**src/rtl/cfg_serial_slave.sv**
```systemverilog
module cfg_serial_slave #(
  parameter int                 NREGS    = 6,
  parameter logic [6:0]         DEV_ADDR = 7'h69,
  parameter logic [NREGS*8-1:0] DEFAULTS = {{(NREGS-1){8'hFF}}, 8'h00}
) (
  input  logic               clk,
  input  logic               rst_n,
  input  logic               scl_i,
  input  logic               sda_i,
  output logic               sda_oe,
  output logic [NREGS*8-1:0] regs_o,
  output logic               freq_from_regs,
  output logic               spread_en,
  output logic               all_tristate
);
  localparam int         IW       = $clog2(NREGS + 4);
  localparam logic [7:0] CNT_BYTE = 8'(NREGS);

  typedef enum logic [2:0] {S_IDLE, S_RX, S_RACK, S_TX, S_TACK} st_t;

  logic [2:0]         scl_sh, sda_sh;
  st_t                st;
  logic [3:0]         bitcnt;
  logic [7:0]         sh, tx_byte;
  logic [IW-1:0]      idx;
  logic               addr_ph, is_read, ack_go, sda_oe_q;
  logic [NREGS*8-1:0] regs_q;
  logic               rd_busy, idle_st;

  wire scl_s = scl_sh[1], scl_q = scl_sh[2];
  wire sda_s = sda_sh[1], sda_q = sda_sh[2];
  wire scl_rise = scl_s & ~scl_q;
  wire scl_fall = ~scl_s & scl_q;
  wire start_c  = scl_s & scl_q & sda_q & ~sda_s;
  wire stop_c   = scl_s & scl_q & ~sda_q & sda_s;
  wire [7:0]    rx_byte = {sh[6:0], sda_s};
  wire [IW-1:0] idx_inc = (&idx) ? idx : idx + 1'b1;

  always_comb begin
    tx_byte = 8'hFF;
    if (idx == '0) tx_byte = CNT_BYTE;
    for (int k = 0; k < NREGS; k++)
      if (idx == IW'(k + 1)) tx_byte = regs_q[k*8 +: 8];
  end

  always_ff @(posedge clk or negedge rst_n) begin
    if (!rst_n) begin
      scl_sh   <= '1;
      sda_sh   <= '1;
      st       <= S_IDLE;
      bitcnt   <= '0;
      sh       <= '0;
      idx      <= '0;
      addr_ph  <= 1'b0;
      is_read  <= 1'b0;
      ack_go   <= 1'b0;
      sda_oe_q <= 1'b0;
      regs_q   <= DEFAULTS;
    end else begin
      scl_sh <= {scl_sh[1:0], scl_i};
      sda_sh <= {sda_sh[1:0], sda_i};
      if (start_c) begin
        st       <= S_RX;
        addr_ph  <= 1'b1;
        bitcnt   <= '0;
        idx      <= '0;
        sda_oe_q <= 1'b0;
      end else if (stop_c) begin
        st       <= S_IDLE;
        sda_oe_q <= 1'b0;
      end else begin
        case (st)
          S_RX: begin
            if (scl_rise && bitcnt != 4'd8) begin
              sh     <= rx_byte;
              bitcnt <= bitcnt + 4'd1;
              if (bitcnt == 4'd7) begin
                if (addr_ph) begin
                  ack_go  <= (rx_byte[7:1] == DEV_ADDR);
                  is_read <= rx_byte[0];
                end else begin
                  ack_go <= 1'b1;
                  idx    <= idx_inc;
                  for (int k = 0; k < NREGS; k++)
                    if (idx == IW'(k + 2)) regs_q[k*8 +: 8] <= rx_byte;
                end
              end
            end else if (scl_fall && bitcnt == 4'd8) begin
              if (ack_go) begin
                st       <= S_RACK;
                sda_oe_q <= 1'b1;
              end else begin
                st <= S_IDLE;
              end
            end
          end
          S_RACK: if (scl_fall) begin
            addr_ph <= 1'b0;
            bitcnt  <= '0;
            if (is_read) begin
              st       <= S_TX;
              sh       <= tx_byte;
              sda_oe_q <= ~tx_byte[7];
              idx      <= idx_inc;
            end else begin
              st       <= S_RX;
              sda_oe_q <= 1'b0;
            end
          end
          S_TX: if (scl_fall) begin
            if (bitcnt == 4'd7) begin
              st       <= S_TACK;
              sda_oe_q <= 1'b0;
            end else begin
              sh       <= {sh[6:0], 1'b0};
              sda_oe_q <= ~sh[6];
              bitcnt   <= bitcnt + 4'd1;
            end
          end
          S_TACK: begin
            if (scl_rise && sda_s) begin
              st <= S_IDLE;
            end else if (scl_fall) begin
              st       <= S_TX;
              bitcnt   <= '0;
              sh       <= tx_byte;
              sda_oe_q <= ~tx_byte[7];
              idx      <= idx_inc;
            end
          end
          default: st <= S_IDLE;
        endcase
      end
    end
  end

  assign rd_busy        = is_read && (st != S_IDLE);
  assign idle_st        = (st == S_IDLE);
  assign sda_oe         = sda_oe_q;
  assign regs_o         = regs_q;
  assign freq_from_regs = regs_q[3];
  assign spread_en      = regs_q[1];
  assign all_tristate   = regs_q[0];
endmodule

```
**config.mk**
```make
export PLATFORM = sky130hd
export DESIGN_NAME = cfg_serial_slave
export DESIGN_NICKNAME = d
export VERILOG_FILES = /design/src/rtl/cfg_serial_slave.sv
export SDC_FILE = /design/constraint.sdc
export NUM_CORES = 1
export LEC_CHECK = 0
export ABC_AREA = 1
export ABC_CLOCK_PERIOD_IN_PS = 2100
export BUFFER_PORTS_ARGS = -buffer_cell sky130_fd_sc_hd__buf_2
export CORE_UTILIZATION = 26
export CTS_CLUSTER_DIAMETER = 60
export DETAILED_ROUTE_END_ITERATION = 12
export GPL_ROUTABILITY_DRIVEN = 0
export SYNTH_ARGS = -nofsm -noshare
export SYNTH_HDL_FRONTEND = slang
export SYNTH_SLANG_ARGS = --single-unit
```
**constraint.sdc**
```tcl
create_clock -name clk -period 2.1 [get_ports clk]
set_clock_uncertainty 0.15 [all_clocks]
set_input_delay 0.42 -clock clk [delete_from_list [all_inputs] [get_ports clk]]
set_output_delay 0.42 -clock clk [all_outputs]
set_load 0.1 [all_outputs]
```
==> flow_metrics.tcl <==
set metrics [dict create \
    status "finished, final reports clean" \
    end_kind "register" \
    placement.setup.worst_slack_ns 0.0360 \
    cts.path.max_buffers 2 \
    numCtsBuffers 9 \
    synthToLayoutAreaGrowth_pct 21.9 \
    dp.cells 805 \
    slew_headroom_pct 66.7 \
    io_buffers 55 \
    p_switching_mw 1.47 \
    slew_violations 0 \
    core_area_sq_um 16000 \
    critPathLaunch "scl_sh[2]" \
    die_width_um 130 \
    detailed_placement_hpwl_um 8390 \
    drc_errors 0 \
    post_synth_mux_area_share_pct 0 \
    start_util_pct 26.8 \
    clock_power_share_pct 34.8 \
    internal_power_mw 2.94 \
    finalWorstSetupSlack_ns 0.117 \
    number_of_nets_with_antenna_violations_after_routing 0 \
    yosysSeqAreaShare_pct 45.6 \
    avgSynthCellArea_sq_um 8.01 \
    fin_area_sq_um 5230 \
    tritoncts_clock_tree "built" \
    layout.nets 617 \
    totalWireLength_um 11300 \
    synthDistinctLibCells 39 \
    vdd_ir_drop_max_mv 0.367 \
    post_synth_inst_count 536 \
    powerDensity_nw_per_um2 842 \
    die-area_sq_um 17000 \
    setup.worst_path.class "reg -> reg" \
    worstHoldStart "sda_i" \
    rr_startpoint "scl_sh[2]" \
    avgRoutedWirePerCell_um 13.7 \
    ys_top_cells_by_area "sky130_fd_sc_hd__dfstp_2 (28%), sky130_fd_sc_hd__dfrtp_1 (17%), sky130_fd_sc_hd__nand2_1 (13%)" \
    timing.max_cap.violations 0 \
    power.static_leakage_nw 2.55 \
    drt-pass1-iter-count 4 \
    synthesis.area_sq_um 4290 \
    synthesis.yosys.warnings 0 \
    routed-via-count 3698 \
    mappedNetlistNets 546 \
    setup_viol 0 \
    achievable-frequency_ghz 0.504 \
    most_numerous_cell_in_the_yosys_netlist "sky130_fd_sc_hd__nand2_1" \
    first_global_vias 3365 \
    cts.sinks 76 \
    clk_root_buffer_cell "sky130_fd_sc_hd__clkbuf_16" \
    design.portCount 56 \
    finish.cell_count_without_fillers 828 \
    synthAdderAreaFrac_pct 1.75 \
    critical_path_arrival_ns 2.09 \
    grt_start_max_net_pins 33 \
    netlist.top_cell.by_area "sky130_fd_sc_hd__dfstp_2" \
    clock_latency_ns 0.33 \
    hold_viol_final 0 \
    number_of_antenna_violations_at_the_first_check_in_global_routing 0 \
    row_count 46 \
    synthArstFlopShare_pct 100 \
    routed_via_density 4.47 \
    synth_commonest_cells "sky130_fd_sc_hd__nand2_1 (145), sky130_fd_sc_hd__nor2_1 (60), sky130_fd_sc_hd__inv_1 (59), sky130_fd_sc_hd__o21ai_1 (48), sky130_fd_sc_hd__dfstp_2 (46)" \
    synth-simple-area-share_pct 32.0 \
    switching_share_pct 33.4 \
    synth-edff-count 0 \
    rsz0062_at_grt "true" \
    layout-drive-gt1-share_pct 30.2 \
    grt_first_pass_wirelength_um 18100 \
    yosys.area_share.xor_xnor_pct 0.612 \
    synth_largest_type_area_fraction_pct 28.2 \
    antennaDiodeCount 0 \
    period_minus_slack_ns 1.98 \
    share_of_the_clock_period_used_by_the_worst_path_after_layout_pct 94.5 \
    placedInstanceArea_sq_um 4850 \
    min_path_type "in -> reg" \
    overflow 0 \
    cp_data_required_time_ns 2.20 \
    most_frequently_used_flop_master_after_synthesis "sky130_fd_sc_hd__dfstp_2" \
    gr-usage-all-layers_pct 14.0 \
    combinationalPowerShare_pct 27.9 \
    p_seq_share_pct 37.3 \
    final_core_utilization_pct 32.7 \
    post_route_worst_hold_slack_ns 0.0490 \
    yosys_register_bits 76 \
    main_combinational_cell_family_by_area_after_synthesis "simple AND/OR/NAND/NOR gates" \
    clkSlewWorstSetupHoldPaths_ns 0.06 \
    die_height_um 130 \
    tightestPinTransition_ns 0.502 \
    critPathMaxFanout 8 \
    synth_compound_area_share_pct 11.6 \
    initialDrtViolationCount 326 \
    cts_htree_levels 3 \
    critical_path.startpoint_type "register" \
]
-- routing by layer --
| layer | global-route usage, % | part of all wire (%) | wire [um] | vias to the layer above |
|---|---|---|---|---|
| li1 | - | - | - | 1862 |
| met1 | 19.2 | 48 | 5440 | 1708 |
| met2 | 21.7 | 45 | 5070 | 118 |
| met3 | 3.83 | 6.5 | 732 | 10 |
| met4 | 3.65 | 0.90 | 102 | 0 |
| met5 | 0 | 0 | 0 | - |
-- power groups by stage --
| stage | clock network (mW) | logic, mW | registers (mW) |
|---|---|---|---|
| finish | 1.53 | 1.23 | 1.64 |
| global route | 1.62 | 1.39 | 1.66 |
| floorplan | 0 | 0.850 | 1.65 |
| global placement | 0 | 1.16 | 1.66 |
| detailed placement | 0 | 1.16 | 1.66 |
| CTS | 1.57 | 1.17 | 1.64 |
-- cell usage in the layout, fill, tap and decap left out, drive strengths merged --
cell type,Yosys,layout
dfrtp,30,30
dlygate4sd3,0,1
nor2,69,69
ha,6,6
a21oi,9,9
inv,67,67
dfstp,46,46
o221ai,1,1
clkbuf,1,13
clkinvlp,0,1
or2,5,5
nor4,1,1
bufinv,0,1
nand2,152,152
clkinv,0,1
nand3b,5,5
o31ai,1,1
o21ai,71,71
o22ai,2,2
xor2,3,3
nand3,42,42
nor3,1,1
o211ai,2,2
buf,13,73
nor3b,1,1
nand4,6,6
and2,1,1
a22oi,1,1
-- path summary, 6_finish.rpt --
kind                              to  slack, ns  depth (start not counted)
max reg2reg                    sh[6]       0.12                         10
min                        sda_sh[0]       0.05                          1
max in group asynchronous  sda_sh[2]       0.74                          3
min in group asynchronous    addr_ph       0.44                          2
min reg2reg                scl_sh[1]       0.21                          0
max                            sh[6]       0.12                         10
-- sequential cells by signal, indices dropped and copies added (netlist names) --
register / flops
sh: 7
bitcnt: 4
addr_ph: 1
sda_oe: 1
st: 3
regs_o: 48
is_read: 1
sda_sh: 3
ack_go: 1
idx: 4
scl_sh: 3
-- worst max-delay path: stages, from the launching register on --
cell	delay [ns]
sky130_fd_sc_hd__dfstp_2	0.52
sky130_fd_sc_hd__inv_1	0.06
sky130_fd_sc_hd__nor2_1	0.21
sky130_fd_sc_hd__inv_1	0.15
sky130_fd_sc_hd__nand2_1	0.13
sky130_fd_sc_hd__o21ai_0	0.10
sky130_fd_sc_hd__nor2_1	0.18
sky130_fd_sc_hd__nand2_4	0.13
sky130_fd_sc_hd__inv_4	0.12
sky130_fd_sc_hd__nor2_1	0.04
sky130_fd_sc_hd__a21oi_1	0.11
-- cell type report --
type | instances | area, sq um
Tap cell | 216 | 270
Timing Repair Buffer | 74 | 460
Clock inverter | 3 | 46.3
Fill cell | 1668 | 10800
Multi-Input combinational cell | 379 | 1990
Sequential cell | 76 | 1960
Clock buffer | 13 | 250
Inverter | 67 | 259
-- cell families after synthesis --
group | Yosys count
simple gates | 283
compound gates | 87
buf+inv | 81
flops | 76
fa+ha+maj | 6
xor+xnor | 3
-- per-stage QoR --
step,TNS [ns],power [mW]
after CTS,0,4.38
final,0,4.41
after global routing,-0.745,4.66
after detailed placement,0,2.83
after global placement,0,2.82
after floorplan,0,2.50
-- repair_timing --
item,4_1_cts,5_1_grt
resized for setup,0,5
hold buffers,1,0
setup buffers,0,6
endpoints found under the setup margin,0,26
hold endpoints to repair,8,0
Power figures use the tool's default switching activity.
